File: src/rtl/pwm_bridge_pkg.sv
package pwm_bridge_pkg;

  typedef enum logic [1:0] {
    BR_SINGLE = 2'b00,
    BR_FWD    = 2'b01,
    BR_HALF   = 2'b10,
    BR_REV    = 2'b11
  } bridge_e;

  // Pin order inside every vector: [3]=D [2]=C [1]=B [0]=A
  typedef struct packed {
    logic [3:0] en;
    logic [3:0] act;
  } steer_t;

  // Logical (pre-polarity) activity and enables for one topology
  function automatic steer_t steer_map(input bridge_e br, input logic raw,
                                       input logic a_on, input logic b_on);
    steer_t s;
    case (br)
      BR_SINGLE: begin s.en = 4'b0001; s.act = {3'b000, raw};            end
      BR_FWD:    begin s.en = 4'b1111; s.act = {raw, 1'b0, 1'b0, 1'b1};  end
      BR_HALF:   begin s.en = 4'b0011; s.act = {2'b00, b_on, a_on};      end
      default:   begin s.en = 4'b1111; s.act = {1'b0, 1'b1, raw, 1'b0};  end
    endcase
    return s;
  endfunction

  // Inversion mask: bit1 of pol flips A and C, bit0 flips B and D
  function automatic logic [3:0] pol_mask(input logic [1:0] pol);
    return {pol[0], pol[1], pol[0], pol[1]};
  endfunction

endpackage

File: src/rtl/pwm_timebase.sv
module pwm_timebase #(
  parameter int TMR_W = 8,
  parameter int PRE_W = 2,
  parameter int DB_W  = 7
) (
  input  logic                   clk,
  input  logic                   rst_n,
  input  logic [TMR_W-1:0]       period_i,
  input  logic [TMR_W+PRE_W-1:0] duty_i,
  input  logic [3:0]             mode_i,
  input  logic [1:0]             bridge_i,
  input  logic [DB_W-1:0]        dead_i,
  output logic                   wrap_o,
  output logic                   raw_o,
  output logic [3:0]             mode_o,
  output logic [1:0]             bridge_o,
  output logic [DB_W-1:0]        dead_o
);
  localparam int CNT_W = TMR_W + PRE_W;

  logic [CNT_W-1:0] cnt_q, duty_q, last_w;
  logic [TMR_W-1:0] per_q;

  function automatic logic [CNT_W-1:0] period_last(input logic [TMR_W-1:0] p);
    return {p, {PRE_W{1'b1}}};
  endfunction

  function automatic logic duty_active(input logic [CNT_W-1:0] c,
                                       input logic [CNT_W-1:0] d);
    return c < d;
  endfunction

  assign last_w = period_last(per_q);
  assign wrap_o = (cnt_q == last_w);
  assign raw_o  = duty_active(cnt_q, duty_q);

  always_ff @(posedge clk or negedge rst_n) begin
    if (!rst_n) begin
      cnt_q    <= '0;
      per_q    <= '0;
      duty_q   <= '0;
      mode_o   <= '0;
      bridge_o <= '0;
      dead_o   <= '0;
    end else if (wrap_o) begin
      cnt_q    <= '0;
      per_q    <= period_i;
      duty_q   <= duty_i;
      mode_o   <= mode_i;
      bridge_o <= bridge_i;
      dead_o   <= dead_i;
    end else begin
      cnt_q    <= cnt_q + 1'b1;
    end
  end

  AST_CNT_BOUND: assert property (@(posedge clk) disable iff (!rst_n)
    cnt_q <= last_w);

  AST_SHADOW_HOLD: assert property (@(posedge clk) disable iff (!rst_n)
    !wrap_o |=> $stable({per_q, duty_q, mode_o, bridge_o, dead_o}));

endmodule

File: src/rtl/pwm_deadband.sv
module pwm_deadband #(
  parameter int DB_W = 7
) (
  input  logic            clk,
  input  logic            rst_n,
  input  logic            raw_i,
  input  logic [DB_W-1:0] dead_i,
  output logic            a_on_o,
  output logic            b_on_o
);
  logic            prev_q, edge_w, gap_ok_w;
  logic [DB_W-1:0] run_q, run_w;

  assign edge_w   = raw_i ^ prev_q;
  assign run_w    = edge_w ? '0 : run_q;
  assign gap_ok_w = (run_w >= dead_i);
  assign a_on_o   = raw_i  & gap_ok_w;
  assign b_on_o   = ~raw_i & gap_ok_w;

  always_ff @(posedge clk or negedge rst_n) begin
    if (!rst_n) begin
      prev_q <= 1'b0;
      run_q  <= '1;
    end else begin
      prev_q <= raw_i;
      if (edge_w)
        run_q <= {{(DB_W-1){1'b0}}, 1'b1};
      else if (run_q != '1)
        run_q <= run_q + 1'b1;
    end
  end

  AST_DB_EXCL: assert property (@(posedge clk) disable iff (!rst_n)
    !(a_on_o && b_on_o));

  AST_DB_GAP: assert property (@(posedge clk) disable iff (!rst_n)
    ($rose(a_on_o) && dead_i != '0) |-> !$past(b_on_o));

endmodule

File: src/rtl/pwm_shutdown.sv
module pwm_shutdown (
  input  logic clk,
  input  logic rst_n,
  input  logic shut_i,
  input  logic auto_i,
  input  logic restart_i,
  input  logic wrap_i,
  output logic stat_o,
  output logic force_o
);
  logic kill_q;

  assign force_o = shut_i | kill_q;

  always_ff @(posedge clk or negedge rst_n) begin
    if (!rst_n) begin
      stat_o <= 1'b0;
      kill_q <= 1'b0;
    end else begin
      if (shut_i)
        stat_o <= 1'b1;
      else if (auto_i || restart_i)
        stat_o <= 1'b0;
      if (shut_i)
        kill_q <= 1'b1;
      else if (wrap_i && !stat_o)
        kill_q <= 1'b0;
    end
  end

  AST_SHUT_SETS: assert property (@(posedge clk) disable iff (!rst_n)
    shut_i |=> (stat_o && kill_q));

  AST_RELEASE_AT_WRAP: assert property (@(posedge clk) disable iff (!rst_n)
    $fell(kill_q) |-> $past(wrap_i));

  AST_MANUAL_STICKY: assert property (@(posedge clk) disable iff (!rst_n)
    (stat_o && !auto_i && !restart_i) |=> stat_o);

endmodule

File: src/rtl/pwm_steer.sv
module pwm_steer
  import pwm_bridge_pkg::*;
(
  input  logic       clk,
  input  logic       rst_n,
  input  logic [3:0] mode_i,
  input  logic [1:0] bridge_i,
  input  logic       raw_i,
  input  logic       a_on_i,
  input  logic       b_on_i,
  input  logic       force_i,
  output logic [3:0] pin_o,
  output logic [3:0] en_o
);
  steer_t     map_w;
  logic       pwm_w;
  logic [3:0] inv_w, act_w, en_w;

  assign pwm_w = (mode_i[3:2] == 2'b11);
  assign map_w = steer_map(bridge_e'(bridge_i), raw_i, a_on_i, b_on_i);
  assign inv_w = pol_mask(mode_i[1:0]);
  assign en_w  = pwm_w ? map_w.en : 4'b0000;
  assign act_w = (pwm_w && !force_i) ? map_w.act : 4'b0000;

  always_ff @(posedge clk or negedge rst_n) begin
    if (!rst_n) begin
      pin_o <= '0;
      en_o  <= '0;
    end else begin
      pin_o <= (act_w ^ inv_w) & en_w;
      en_o  <= en_w;
    end
  end

  AST_SHUT_INACTIVE: assert property (@(posedge clk) disable iff (!rst_n)
    force_i |=> (pin_o == ($past(inv_w) & en_o)));

  AST_OFF_MODE: assert property (@(posedge clk) disable iff (!rst_n)
    !pwm_w |=> (en_o == 4'b0000 && pin_o == 4'b0000));

  AST_HALF_EXCL: assert property (@(posedge clk) disable iff (!rst_n)
    (pwm_w && bridge_i == 2'b10) |=> (((pin_o ^ $past(inv_w)) & 4'b0011) != 4'b0011));

endmodule

File: src/rtl/pwm_bridge_steer.sv
module pwm_bridge_steer #(
  parameter int TMR_W = 8,
  parameter int PRE_W = 2,
  parameter int DB_W  = 7
) (
  input  logic             clk,
  input  logic             rst_n,
  input  logic [TMR_W-1:0] period_i,
  input  logic [TMR_W-1:0] duty_hi_i,
  input  logic [PRE_W-1:0] duty_lo_i,
  input  logic [3:0]       mode_i,
  input  logic [1:0]       bridge_i,
  input  logic [DB_W-1:0]  dead_i,
  input  logic             shut_i,
  input  logic             auto_restart_i,
  input  logic             restart_i,
  output logic [3:0]       pin_o,
  output logic [3:0]       pin_en_o,
  output logic             shut_stat_o
);
  logic            wrap_w, raw_w, a_on_w, b_on_w, force_w;
  logic [3:0]      mode_sh;
  logic [1:0]      bridge_sh;
  logic [DB_W-1:0] dead_sh;

  pwm_timebase #(.TMR_W(TMR_W), .PRE_W(PRE_W), .DB_W(DB_W)) u_tb (
    .clk      (clk),
    .rst_n    (rst_n),
    .period_i (period_i),
    .duty_i   ({duty_hi_i, duty_lo_i}),
    .mode_i   (mode_i),
    .bridge_i (bridge_i),
    .dead_i   (dead_i),
    .wrap_o   (wrap_w),
    .raw_o    (raw_w),
    .mode_o   (mode_sh),
    .bridge_o (bridge_sh),
    .dead_o   (dead_sh)
  );

  pwm_deadband #(.DB_W(DB_W)) u_db (
    .clk    (clk),
    .rst_n  (rst_n),
    .raw_i  (raw_w),
    .dead_i (dead_sh),
    .a_on_o (a_on_w),
    .b_on_o (b_on_w)
  );

  pwm_shutdown u_sd (
    .clk       (clk),
    .rst_n     (rst_n),
    .shut_i    (shut_i),
    .auto_i    (auto_restart_i),
    .restart_i (restart_i),
    .wrap_i    (wrap_w),
    .stat_o    (shut_stat_o),
    .force_o   (force_w)
  );

  pwm_steer u_st (
    .clk      (clk),
    .rst_n    (rst_n),
    .mode_i   (mode_sh),
    .bridge_i (bridge_sh),
    .raw_i    (raw_w),
    .a_on_i   (a_on_w),
    .b_on_i   (b_on_w),
    .force_i  (force_w),
    .pin_o    (pin_o),
    .en_o     (pin_en_o)
  );

endmodule

File: config.mk
export PLATFORM = sky130hd
export DESIGN_NAME = pwm_bridge_steer
export DESIGN_NICKNAME = d
export VERILOG_FILES = /design/src/rtl/pwm_bridge_pkg.sv /design/src/rtl/pwm_timebase.sv /design/src/rtl/pwm_deadband.sv /design/src/rtl/pwm_shutdown.sv /design/src/rtl/pwm_steer.sv /design/src/rtl/pwm_bridge_steer.sv
export SDC_FILE = /design/constraint.sdc
export NUM_CORES = 1
export LEC_CHECK = 0
export BUFFER_PORTS_ARGS = -buffer_cell sky130_fd_sc_hd__buf_2
export CELL_PAD_IN_SITES_DETAIL_PLACEMENT = 0
export CELL_PAD_IN_SITES_GLOBAL_PLACEMENT = 1
export CORE_UTILIZATION = 46
export CTS_BUF_LIST = sky130_fd_sc_hd__clkbuf_8
export DETAILED_ROUTE_END_ITERATION = 7
export PLACE_DENSITY_LB_ADDON = 0.1
export SLEW_MARGIN = 20
export SYNTH_ARGS = -nofsm -noshare
export SYNTH_HDL_FRONTEND = slang
export SYNTH_SLANG_ARGS = --single-unit
File: constraint.sdc
create_clock -name clk -period 3.64 [get_ports clk]
set_input_delay 0.546 -clock clk [delete_from_list [all_inputs] [get_ports clk]]
set_output_delay 0.546 -clock clk [all_outputs]
set_load 0.02 [all_outputs]
# Word level (Yosys, flattened, before mapping)
# Index checks and enable logic that the tools add are counted.
# totals
output_inout_bits,9
ff_bits,59
# classes
n_addsub,2
order_cmp,2
n_eq_ne,5
mux,11
n_reduce_logical,9
bitwise_logic,7
# op_table
operator,n
8-bit one-hot mux with 3 select lines,1
7-bit 2-to-1 mux,3
"10-bit by 1-bit adder with 10-bit output, second input constant",1
10-bit == test,1
10-bit < comparator,1
10-bit 2-to-1 mux,1
4-bit 2-to-1 mux,2
"7-bit by 1-bit adder with 7-bit output, second input constant",1
7-bit >= comparator,1
"7-bit inequality test, second input constant",1
2-bit nonzero test,3
4-bit bitwise AND,1
"2-bit == test, second input constant",2
1-bit 2-to-1 mux,4
4-bit XOR,1
1-bit bitwise AND,2
"2-bit by 1-bit == test with 1-bit output, second input constant",1
1-bit logical AND,2
1-bit logical NOT,2
2-bit logical NOT,1
1-bit logical OR,1
1-bit inverter,1
1-bit OR,1
1-bit XOR,1

# Longest topological paths before layout
# Gate-level depths: netlist (run 1).
# depth
ltp_word,9
mapped_depth,15
mapped_depth_nobuf,15

# By module
# A second synthesis (run 1) with hierarchy kept.
# unflattened
cells_unflattened,258
area_unflattened_um2,2930.3
# modules_own_cells
mod,cells_per_inst,area_per_inst_um2,n_inst
pwm_timebase,153,1936.9,1
pwm_deadband,66,594.3,1
pwm_steer,32,316.6,1
pwm_shutdown,7,82.6,1

# Worst setup path after synthesis (run 1)
# No wires, ideal clock.
# synth_path
path_kind,register to register
startpoint,register u_tb.cnt_q[7]
endpoint,register u_st.pin_o[1]
path_slack_ns,0.616
setup_time_ns,0.120
required_time_ns,3.520
arrival_ns,2.904
synth_period_minus_slack_ns,3.024
stages_incl_launch_ff,15
path_cell_list,dfrtp_1 ha_1 a211oi_1 nor2_1 or3_4 nor2_4 xnor2_1 and2_1 ha_1 nand2_1 o21ai_0 a21oi_1 a2111oi_2 o21ai_0 and3b_1
# synth_via
elab_chain_len,9
# synth_rtl
element,line_no,source
"start, declared",pwm_timebase.sv:21,"logic [CNT_W-1:0] cnt_q, duty_q, last_w;"
"start signal, assigned",pwm_timebase.sv:53,cnt_q <= cnt_q + 1'b1;
10-bit < comparator *,pwm_timebase.sv:30,return c < d;
named net raw_w,pwm_bridge_steer.sv:21,"logic wrap_w, raw_w, a_on_w, b_on_w, force_w;"
1-bit XOR,pwm_deadband.sv:14,assign edge_w = raw_i ^ prev_q;
7-bit 2-to-1 mux,pwm_deadband.sv:15,assign run_w = edge_w ? '0 : run_q;
7-bit >= comparator,pwm_deadband.sv:16,assign gap_ok_w = (run_w >= dead_i);
1-bit bitwise AND,pwm_deadband.sv:18,assign b_on_o = ~raw_i & gap_ok_w;
8-bit one-hot mux with 3 select lines *,pwm_bridge_pkg.sv:20,case (br)
4-bit 2-to-1 mux *,pwm_steer.sv:23,assign act_w = (pwm_w && !force_i) ? map_w.act : 4'b0000;
4-bit XOR *,pwm_steer.sv:30,pin_o <= (act_w ^ inv_w) & en_w;
4-bit bitwise AND *,pwm_steer.sv:30,
"end signal, assigned",pwm_steer.sv:30,
"end, declared",pwm_steer.sv:12,"output logic [3:0] pin_o,"
# The timed path passes the listed nets; every way through them passes the cells marked *.
# A chain may end at the register's enable or synchronous reset.

# Final worst setup path (run 1)
# Ends and elaborated chain as after synthesis.

==> results.json, run 1 <==
{
  "startpoint": "u_tb.cnt_q[7]",
  "syn_area_per_cell_sq_um": 10.7,
  "row_count": 28,
  "drive_gt1_frac": 0.286,
  "cts_tree": "built",
  "cpMaxStageDelayCell": "dfrtp_1",
  "reg2regPathDepth": 14,
  "drt_first_pass_iters": 6,
  "synth.cell_area_sq_mm": 0.00289,
  "wl_per_cell_um": 13.4,
  "place_ws_ns": 0.250,
  "worstSetupPathType": "reg2reg",
  "synth-async-reset-ratio": 1.00,
  "fin_skew_ns": 0.00700,
  "initialDrtViolationCount": 73,
  "cts_root_buf": "clkbuf_8",
  "crit_required_ns": 3.86,
  "post_cts.repair.setup_buffers": 0,
  "finalPower_mw": 1.82,
  "ctsHoldBuffers": 0,
  "io_buffers": 44,
  "final_antenna_net_count": 0,
  "setup_viol": 0,
  "status": "completed",
  "synth_cell_types": 37,
  "final_nets": 374,
  "die_area_sq_mm": 0.00660,
  "grt_pass1_vias": 1940,
  "synth_fp_nets": 323,
  "cts_max_level": 3,
  "synth_edf_count": 0,
  "hold_viol": 0,
  "grt.total_usage": 0.182,
  "fin_crit_ns": 3.31,
  "p_per_area_mw_per_mm2": 536,
  "initial_utilization": 0.482,
  "clk_latency_ns": 0.33,
  "startpoint_type": "flop",
  "crit_arrival_ns": 3.53,
  "drc": 0,
  "rsz0062_at_grt": "false",
  "fin_crit_sh": 0.909,
  "clock-sinks": 58,
  "max_freq_ghz": 0.302,
  "syn_inst": 269,
  "dp.cells": 384,
  "clk_path_buf_depth": 2,
  "seq_area_sq_mm": 0.00146,
  "reg2reg_slack_ns": 0.33,
  "final.setup.worst_slack_ns": 0.333,
  "wirelength_mm": 5.35,
  "slew_headroom": 0.621,
  "dp_hpwl_mm": 3.91,
  "fillCellCount": 537,
  "slew_violations": 0,
  "crit_path_cell_trace": "ha_1 -> a211oi_2 -> nor2_1 -> or3_4 -> nor2_4 -> xnor2_2 -> and2_1 -> ha_1 -> nand2_1 -> o21ai_0 -> a21oi_1 -> a2111oi_2 -> o21ai_0 -> and3b_1",
  "vias": 2016,
  "syn_to_final_growth_pct": 17.7,
  "timing.rr.start": "u_tb.cnt_q[7]",
  "core_area_sq_mm": 0.00599,
  "die_w_um": 81.3,
  "p_leak_nw": 1.60,
  "grt_pass1_wl_mm": 8.92,
  "antenna_found_initial": 0,
  "ys_seq_area_frac": 0.505,
  "multi_input_area_sq_mm": 0.00131,
  "grt_remaining_overflow": 0,
  "setup_tns_ns": 0,
  "cts_buffers": 9,
  "r2r_end": "u_st.pin_o[1]",
  "synth_flop_cell": "dfrtp_1",
  "synth-seq-cells": 58,
  "instances_no_fill": 400,
  "viasPerCell": 5.04,
  "crit_end": "u_st.pin_o[1]",
  "io_pins": 45,
  "grt_max_degree": 46,
  "tightestPinTransition_ns": 0.568,
  "gp_congestion": 0.753,
  "min_path_type": "in2async",
  "die_h_um": 81.3,
  "synth_warnings": 0,
  "cp_max_fo": 8,
  "clk_pin_slew_ns": 0.07,
  "max_stage_delay_ns": 0.45,
  "antenna_cells": 0,
  "crit_path_end_kind": "flop",
  "ir_drop_uv": 311,
  "maxCapViolations": 0
}
stage by stage:
stage | instance area, sq um | hold WS, ns | util
6_report | 3400 | 0.200 | 0.568
5_1_grt | 3400 | 0.254 | 0.568
4_1_cts | 3390 | 0.416 | 0.565
3_5_place_dp | 3170 | 0.488 | 0.529
3_3_place_gp | 3170 | 0.479 | 0.529
2_1_floorplan | 2890 | 0.250 | -
power breakdown:
group / switching (mW) / internal [mW] / total, mW / leakage [nW]
sequential: 0.0777 / 0.753 / 0.831 / 0.679
clock: 0.255 / 0.399 / 0.654 / 0.113
combinational: 0.176 / 0.164 / 0.340 / 0.810
cell type report:
cell class / instances / area share
multi-input cells: 186 / 0.386
repair buffers: 48 / 0.0743
flip-flops and latches: 58 / 0.429
clock inverters: 6 / 0.0239
clock buffers: 10 / 0.0405
inverters: 17 / 0.0188
well taps: 75 / 0.0276
worst max-delay path: cells and delay by family (launching register included):
family,cells,cell delay (ns)
xor+xnor,1,0.13
simple gates,6,1.05
compound gates,5,0.95
flops,1,0.45
fa+ha+maj,2,0.61
per-layer routing:
layer,share of wire,GRT usage
met1,0.51,0.256
met2,0.44,0.264
met3,0.038,0.0416
met4,0.016,0.0857
met5,0,0
sequential cells by signal, indices dropped and copies added (netlist names):
name,count
u_tb.bridge_o,2
u_tb.duty_q,10
u_sd.kill_q,1
u_tb.dead_o,7
u_st.pin_o,4
u_tb.per_q,8
u_sd.stat_o,1
u_tb.mode_o,4
u_db.run_q,7
u_tb.cnt_q,10
u_st.en_o,3
u_db.prev_q,1
kinds of logic (layout without fill, tap and decap cells):
logic type	count (synthesis)	in the layout	share of synthesized area
fa+ha+maj	18	18	0.0779
mux	17	17	0.0658
flops	58	58	0.505
simple gates	92	92	0.160
compound gates	34	34	0.0701
xor+xnor	25	25	0.0758
buf+inv	25	81	0.0450
worst min path at each step:
stage	from	to	slack [ns]	cells after the start
2_1_floorplan	rst_n	u_db.prev_q	0.25	0
3_3_place_gp	u_sd.stat_o	u_sd.stat_o	0.48	1
3_5_place_dp	u_tb.cnt_q[0]	u_tb.cnt_q[0]	0.49	1
4_1_cts	rst_n	u_tb.cnt_q[8]	0.42	1
5_1_grt	rst_n	u_tb.cnt_q[8]	0.25	1
6_report	rst_n	u_tb.duty_q[7]	0.20	1
synth_stat cells, drive strengths merged (2+ instances only):
master   n  area [sq um]
nor2    23          93.8
and3     3          18.8
or3      2          17.5
a21oi    6          30.0
dfstp    7           184
mux2    16           180
nand2   30           113
buf      8          66.3
ha      18           225
nor4     2          27.5
a21o     2          15.0
xnor2    7          61.3
nand2b   2          12.5
nor3     5          25.0
o21ai   19          95.1
and2     7          43.8
nor2b    2          12.5
xor2    18           158
nand3   10          50.1
inv     17          63.8
a211oi   3          22.5
nand4    3          18.8
dfrtp   51          1280
timing repair:
item,in CTS,in global routing
resized for setup,0,2
setup endpoints to repair,0,2
hold endpoints to repair,0,0
cell usage in the layout, fill, tap and decap left out, types with 2 or more instances in the layout:
cell        n
a211oi_1    2
a21o_1      2
a21oi_1     6
and2_1      7
and3_1      3
buf_2      43
buf_4       5
bufinv_16   2
clkbuf_8   10
clkinv_2    2
dfrtp_1    51
dfstp_2     7
ha_1       18
inv_1      18
mux2_2     16
nand2_1    30
nand2b_1    2
nand3_1    10
nand4_1     3
nor2_1     22
nor2b_1     2
nor3_1      5
o21ai_0    17
o21ai_1     2
xnor2_1     6
xor2_1     18
Power figures use the tool's default switching activity.
==> run 2: changes to the inputs <==
--- a/config.mk
+++ b/config.mk
@@ -8,11 +8,12 @@
 export BUFFER_PORTS_ARGS = -buffer_cell sky130_fd_sc_hd__buf_2
 export CELL_PAD_IN_SITES_DETAIL_PLACEMENT = 0
 export CELL_PAD_IN_SITES_GLOBAL_PLACEMENT = 1
+export CORE_ASPECT_RATIO = 0.7
 export CORE_UTILIZATION = 46
 export CTS_BUF_LIST = sky130_fd_sc_hd__clkbuf_8
 export DETAILED_ROUTE_END_ITERATION = 7
+export HOLD_SLACK_MARGIN = 0.12
 export PLACE_DENSITY_LB_ADDON = 0.1
-export SLEW_MARGIN = 20
 export SYNTH_ARGS = -nofsm -noshare
 export SYNTH_HDL_FRONTEND = slang
 export SYNTH_SLANG_ARGS = --single-unit
==> run 2 against run 1 <==
Compared with the run above:
- sequential power rose by 0.8%
- sequential share of layout area increased by 0.80 points
- total power is 7.4% lower
- non-clock buffer count shrank 1
- setup slack improved by 0.028 ns
- largest power group unchanged
==> results.json, run 2 (same netlist as run 1, synthesis figures left out) <==
{
  "setup_tns_ns": 0,
  "min_path_type": "in2async",
  "crit_path_cell_trace": "ha_1 -> a211oi_1 -> nor2_1 -> or3_4 -> nor2_4 -> xnor2_2 -> and2_1 -> ha_1 -> nand2_1 -> o21ai_0 -> a21oi_1 -> a2111oi_2 -> o21ai_0 -> and3b_1",
  "antenna_cells": 0,
  "crit_arrival_ns": 3.51,
  "reg_top3": "u_tb.cnt_q (10), u_tb.duty_q (10), u_tb.per_q (8)",
  "clk_path_buf_depth": 2,
  "core_area_sq_mm": 0.00590,
  "grt_remaining_overflow": 0,
  "p_leak_nw": 1.57,
  "status": "completed",
  "wl_per_cell_um": 13.6,
  "crit_path_end_kind": "flop",
  "drt_first_pass_iters": 4,
  "final_common_cell": "dfrtp_1",
  "post_cts.repair.setup_buffers": 0,
  "max_freq_ghz": 0.305,
  "instances_no_fill": 399,
  "p_per_area_mw_per_mm2": 506,
  "hold_viol": 0,
  "io_pins": 45,
  "tightestPinTransition_ns": 0.738,
  "die_area_sq_mm": 0.00661,
  "row_count": 23,
  "fin_skew_ns": 0.00820,
  "vias": 1972,
  "setup_viol": 0,
  "worstSetupPathType": "reg2reg",
  "crit_required_ns": 3.87,
  "io_buffers": 44,
  "grt_max_degree": 39,
  "startpoint": "u_tb.cnt_q[7]",
  "cp_max_fo": 8,
  "wirelength_mm": 5.44,
  "maxCapViolations": 0,
  "drive_gt1_frac": 0.281,
  "ir_drop_uv": 221,
  "gp_congestion": 0.766,
  "viasPerCell": 4.94,
  "max_stage_delay_ns": 0.44,
  "dp.cells": 383,
  "cts_buffers": 9,
  "clk_latency_ns": 0.34,
  "initial_utilization": 0.490,
  "final_antenna_net_count": 0,
  "timing.rr.start": "u_tb.cnt_q[7]",
  "final_nets": 373,
  "startpoint_type": "flop",
  "cpMaxStageDelayCell": "dfrtp_1",
  "drc": 0,
  "die_h_um": 68.3,
  "cts_max_level": 3,
  "clock-sinks": 58,
  "cts_tree": "built",
  "fillCellCount": 526,
  "slew_headroom": 0.508,
  "slew_violations": 0,
  "grt_pass1_wl_mm": 9.15,
  "initialDrtViolationCount": 82,
  "grt_pass1_vias": 1867,
  "antenna_found_initial": 0,
  "syn_to_final_growth_pct": 15.5,
  "fin_util": 0.566,
  "fin_crit_sh": 0.901,
  "dp_hpwl_mm": 3.99,
  "rsz0062_at_grt": "false",
  "layout_common_cells": "51 x dfrtp_1, 44 x buf_2, 30 x nand2_1",
  "cts_root_buf": "clkbuf_8",
  "die_w_um": 96.7,
  "clk_pin_slew_ns": 0.07,
  "fin_crit_ns": 3.28,
  "grt.total_usage": 0.184
}
run 2: cell types whose count changed in the layout (fill, tap and decap cells not counted), sizes merged:
cell      previous run  this run
clkinvlp             1         2
clkinv               2         3
bufinv               2         0
buf                 48        47
run 2: routing by layer:
layer	track usage	vias to the layer above	part of all wire
met5	0	-	0
met4	0.0672	0	0.0090
met3	0.0766	6	0.056
li1	-	1011	-
met1	0.268	908	0.57
met2	0.239	47	0.37
run 2: path summary, 6_finish.rpt:
check	endpoint	slack, ns	depth (start not counted)
max	u_st.pin_o[1]	0.36	14
min	u_tb.duty_q[9]	0.27	1
max reg2reg	u_st.pin_o[1]	0.36	14
min reg2reg	u_tb.cnt_q[0]	0.49	1
max in group asynchronous	u_tb.cnt_q[1]	2.56	2
min in group clk	u_tb.duty_q[6]	0.41	3
run 2: what timing repair did:
| action | in CTS | in global routing |
|---|---|---|
| resized for setup | 0 | 1 |
| endpoints found under the setup margin | 0 | 1 |
| hold buffers | 0 | 0 |
run 2: final cells by class:
class / instances / area (sq um) / area share
inverter: 17 / 63.8 / 0.0191
tap: 75 / 93.8 / 0.0281
multi-input combinational: 186 / 1310 / 0.392
sequential: 58 / 1460 / 0.437
timing repair buffer: 47 / 243 / 0.0727
clock buffer: 10 / 138 / 0.0412
clock inverter: 6 / 33.8 / 0.0101
run 2: power breakdown:
group	internal [mW]	switching (mW)	total, mW
sequential	0.754	0.0843	0.838
combinational	0.162	0.174	0.335
clock	0.259	0.258	0.516
total	1.17	0.516	1.69
run 2: worst max-delay path, delay by kind of cell (launching register included):
kind | cells | cell delay, ns
AND/OR/NAND/NOR | 6 | 1.08
AO/OA/AOI/OAI | 5 | 0.92
adder cells (fa/ha/maj) | 2 | 0.61
flip-flops | 1 | 0.44
XOR/XNOR | 1 | 0.13
run 2: stage by stage:
stage / setup WS (ns) / power (mW) / hold slack (ns) / instance area, sq um
2_1_floorplan: 0.616 / 1.07 / 0.250 / 2890
3_3_place_gp: 0.380 / 1.18 / 0.484 / 3160
3_5_place_dp: 0.306 / 1.18 / 0.482 / 3160
4_1_cts: 0.268 / 1.71 / 0.288 / 3330
5_1_grt: 0.166 / 1.81 / 0.315 / 3340
6_report: 0.361 / 1.69 / 0.266 / 3340
==> run 3: changes to the inputs <==
--- a/config.mk
+++ b/config.mk
@@ -9,7 +9,7 @@
 export CELL_PAD_IN_SITES_DETAIL_PLACEMENT = 0
 export CELL_PAD_IN_SITES_GLOBAL_PLACEMENT = 1
 export CORE_ASPECT_RATIO = 0.7
-export CORE_UTILIZATION = 46
+export CORE_UTILIZATION = 25
 export CTS_BUF_LIST = sky130_fd_sc_hd__clkbuf_8
 export DETAILED_ROUTE_END_ITERATION = 7
 export HOLD_SLACK_MARGIN = 0.12
==> run 3 against run 2 <==
Compared with the run above:
- utilization shrank 25 points
- via count shrank 2.1%
- first-iteration DRC count grew 11%
- combinational power grew 12%
- sequential cell count is the same
- non-clock buffer count grew 6
- sequential share of layout area shrank 2.5 points
- register-to-register slack lost 0.07 ns
- final area grew 6.1%
- highest routed layer unchanged
==> results.json, run 3 (same netlist as run 1, synthesis figures left out) <==
{
  "slew_violations": 0,
  "timing.rr.start": "u_tb.cnt_q[7]",
  "cts_tree": "built",
  "antenna_cells": 0,
  "cp_max_fo": 8,
  "final_antenna_net_count": 0,
  "maxCapViolations": 0,
  "crit_path_end_kind": "flop",
  "cts_resized": 0,
  "max_stage_delay_ns": 0.45,
  "grt_max_degree": 48,
  "vias": 1930,
  "finalPower_mw": 1.82,
  "crit_required_ns": 3.87,
  "core_area_sq_mm": 0.0111,
  "swShare": 0.288,
  "fin_crit_ns": 3.35,
  "r2r_end": "u_st.pin_o[1]",
  "final.setup.worst_slack_ns": 0.291,
  "reg2regPathDepth": 15,
  "clk_latency_ns": 0.34,
  "min_path_type": "in2async",
  "p_seq_frac": 0.453,
  "fin_crit_sh": 0.920,
  "topRoutingLayerUsed": "met4",
  "clk_path_buf_depth": 2,
  "setup_tns_ns": 0,
  "cts_max_level": 3,
  "p_per_area_mw_per_mm2": 514,
  "drt_first_pass_iters": 4,
  "die_h_um": 92.0,
  "final_common_cell": "dfrtp_1",
  "slew_headroom": 0.278,
  "place_ws_ns": 0.262,
  "reg2reg_slack_ns": 0.29,
  "wl_met3_um": 379,
  "setup_viol": 0,
  "status": "completed",
  "crit_path_cell_trace": "ha_1 -> a211oi_2 -> nor2_1 -> or3_4 -> nor2_4 -> xnor2_1 -> buf_4 -> and2_1 -> ha_1 -> nand2_1 -> o21ai_0 -> a21oi_2 -> a2111oi_4 -> o21ai_0 -> and3b_1",
  "wl_met1_mm": 3.63,
  "cts_root_buf": "clkbuf_8",
  "initial_utilization": 0.260,
  "syn_to_final_growth_pct": 22.6,
  "combPwrFrac": 0.206,
  "layout_common_cells": "50 x dfrtp_1, 44 x buf_2, 30 x nand2_1",
  "wl_per_cell_um": 13.2,
  "antenna_found_initial": 0,
  "initialDrtViolationCount": 91,
  "grt_pass1_vias": 2028,
  "holdWs_ns": 0.390,
  "startpoint_type": "flop",
  "path_buf_inv": 1,
  "die_w_um": 131,
  "drc": 0,
  "cts_buffers": 9,
  "row_count": 32,
  "io_buffers": 44,
  "p_leak_nw": 1.62,
  "grt_remaining_overflow": 0,
  "rsz0062_at_grt": "false",
  "dp_hpwl_mm": 4.73,
  "crit_arrival_ns": 3.58,
  "clock-sinks": 58,
  "critPathTopFamily": "simple AND/OR/NAND/NOR gates",
  "post_cts.repair.setup_buffers": 0,
  "viasPerCell": 4.00,
  "ctsHoldBuffers": 0,
  "reg_top3": "u_tb.cnt_q (10), u_tb.duty_q (10), u_tb.per_q (8)",
  "max_freq_ghz": 0.299,
  "pwr-share-clk": 0.341,
  "grt.total_usage": 0.122,
  "fin_util": 0.318,
  "clk_pin_slew_ns": 0.07,
  "grt_pass1_wl_mm": 10.7,
  "final_nets": 379,
  "wirelength_mm": 6.36,
  "hold_viol": 0,
  "fin_skew_ns": 0.00583,
  "netSwitchingPower_uw": 526,
  "ir_drop_uv": 162,
  "cpMaxStageDelayCell": "dfrtp_2",
  "gp_congestion": 0.684,
  "drive_gt1_frac": 0.303,
  "die_area_sq_mm": 0.0120,
  "tightestPinTransition_ns": 1.08,
  "dr_wl_met2_mm": 2.29,
  "internal-power_mw": 1.30,
  "io_pins": 45,
  "worstSetupPathType": "reg2reg"
}
-- run 3: cell type report --
type	count	area (sq um)
Timing Repair Buffer	53	288
Clock buffer	12	165
Inverter	17	63.8
Clock inverter	4	42.5
Fill cell	1220	7590
Tap cell	153	191
Sequential cell	58	1460
Multi-Input combinational cell	186	1330
-- run 3: power by group through the flow --
stage	clock network, mW	registers, mW	logic [mW]
2_1_floorplan	0	0.825	0.248
3_3_place_gp	0	0.841	0.361
3_5_place_dp	0	0.836	0.371
4_1_cts	0.650	0.826	0.371
5_1_grt	0.680	0.840	0.441
6_report	0.621	0.826	0.375
-- run 3: metrics by stage --
step	area [sq um]	instances
floorplan	2890	269
global placement	3300	467
detailed placement	3300	467
CTS	3510	483
global route	3540	483
finish	3540	483
-- run 3: layer usage --
metal,up-vias,track usage
met5,-,0
met4,0,0.0431
met3,6,0.0525
met2,44,0.147
met1,854,0.185
li1,1026,-
-- run 3: worst max-delay path by stage --
stage                              from             to  slack (ns)  cells past startpoint
after floorplan           u_tb.cnt_q[7]  u_st.pin_o[1]        0.62                     14
after global placement    u_tb.cnt_q[7]  u_st.pin_o[1]        0.36                     15
after detailed placement  u_tb.cnt_q[7]  u_st.pin_o[1]        0.26                     15
after CTS                 u_tb.cnt_q[7]  u_st.pin_o[1]        0.24                     15
after global routing      u_tb.cnt_q[7]  u_st.pin_o[1]        0.05                     15
final                     u_tb.cnt_q[7]  u_st.pin_o[1]        0.29                     15
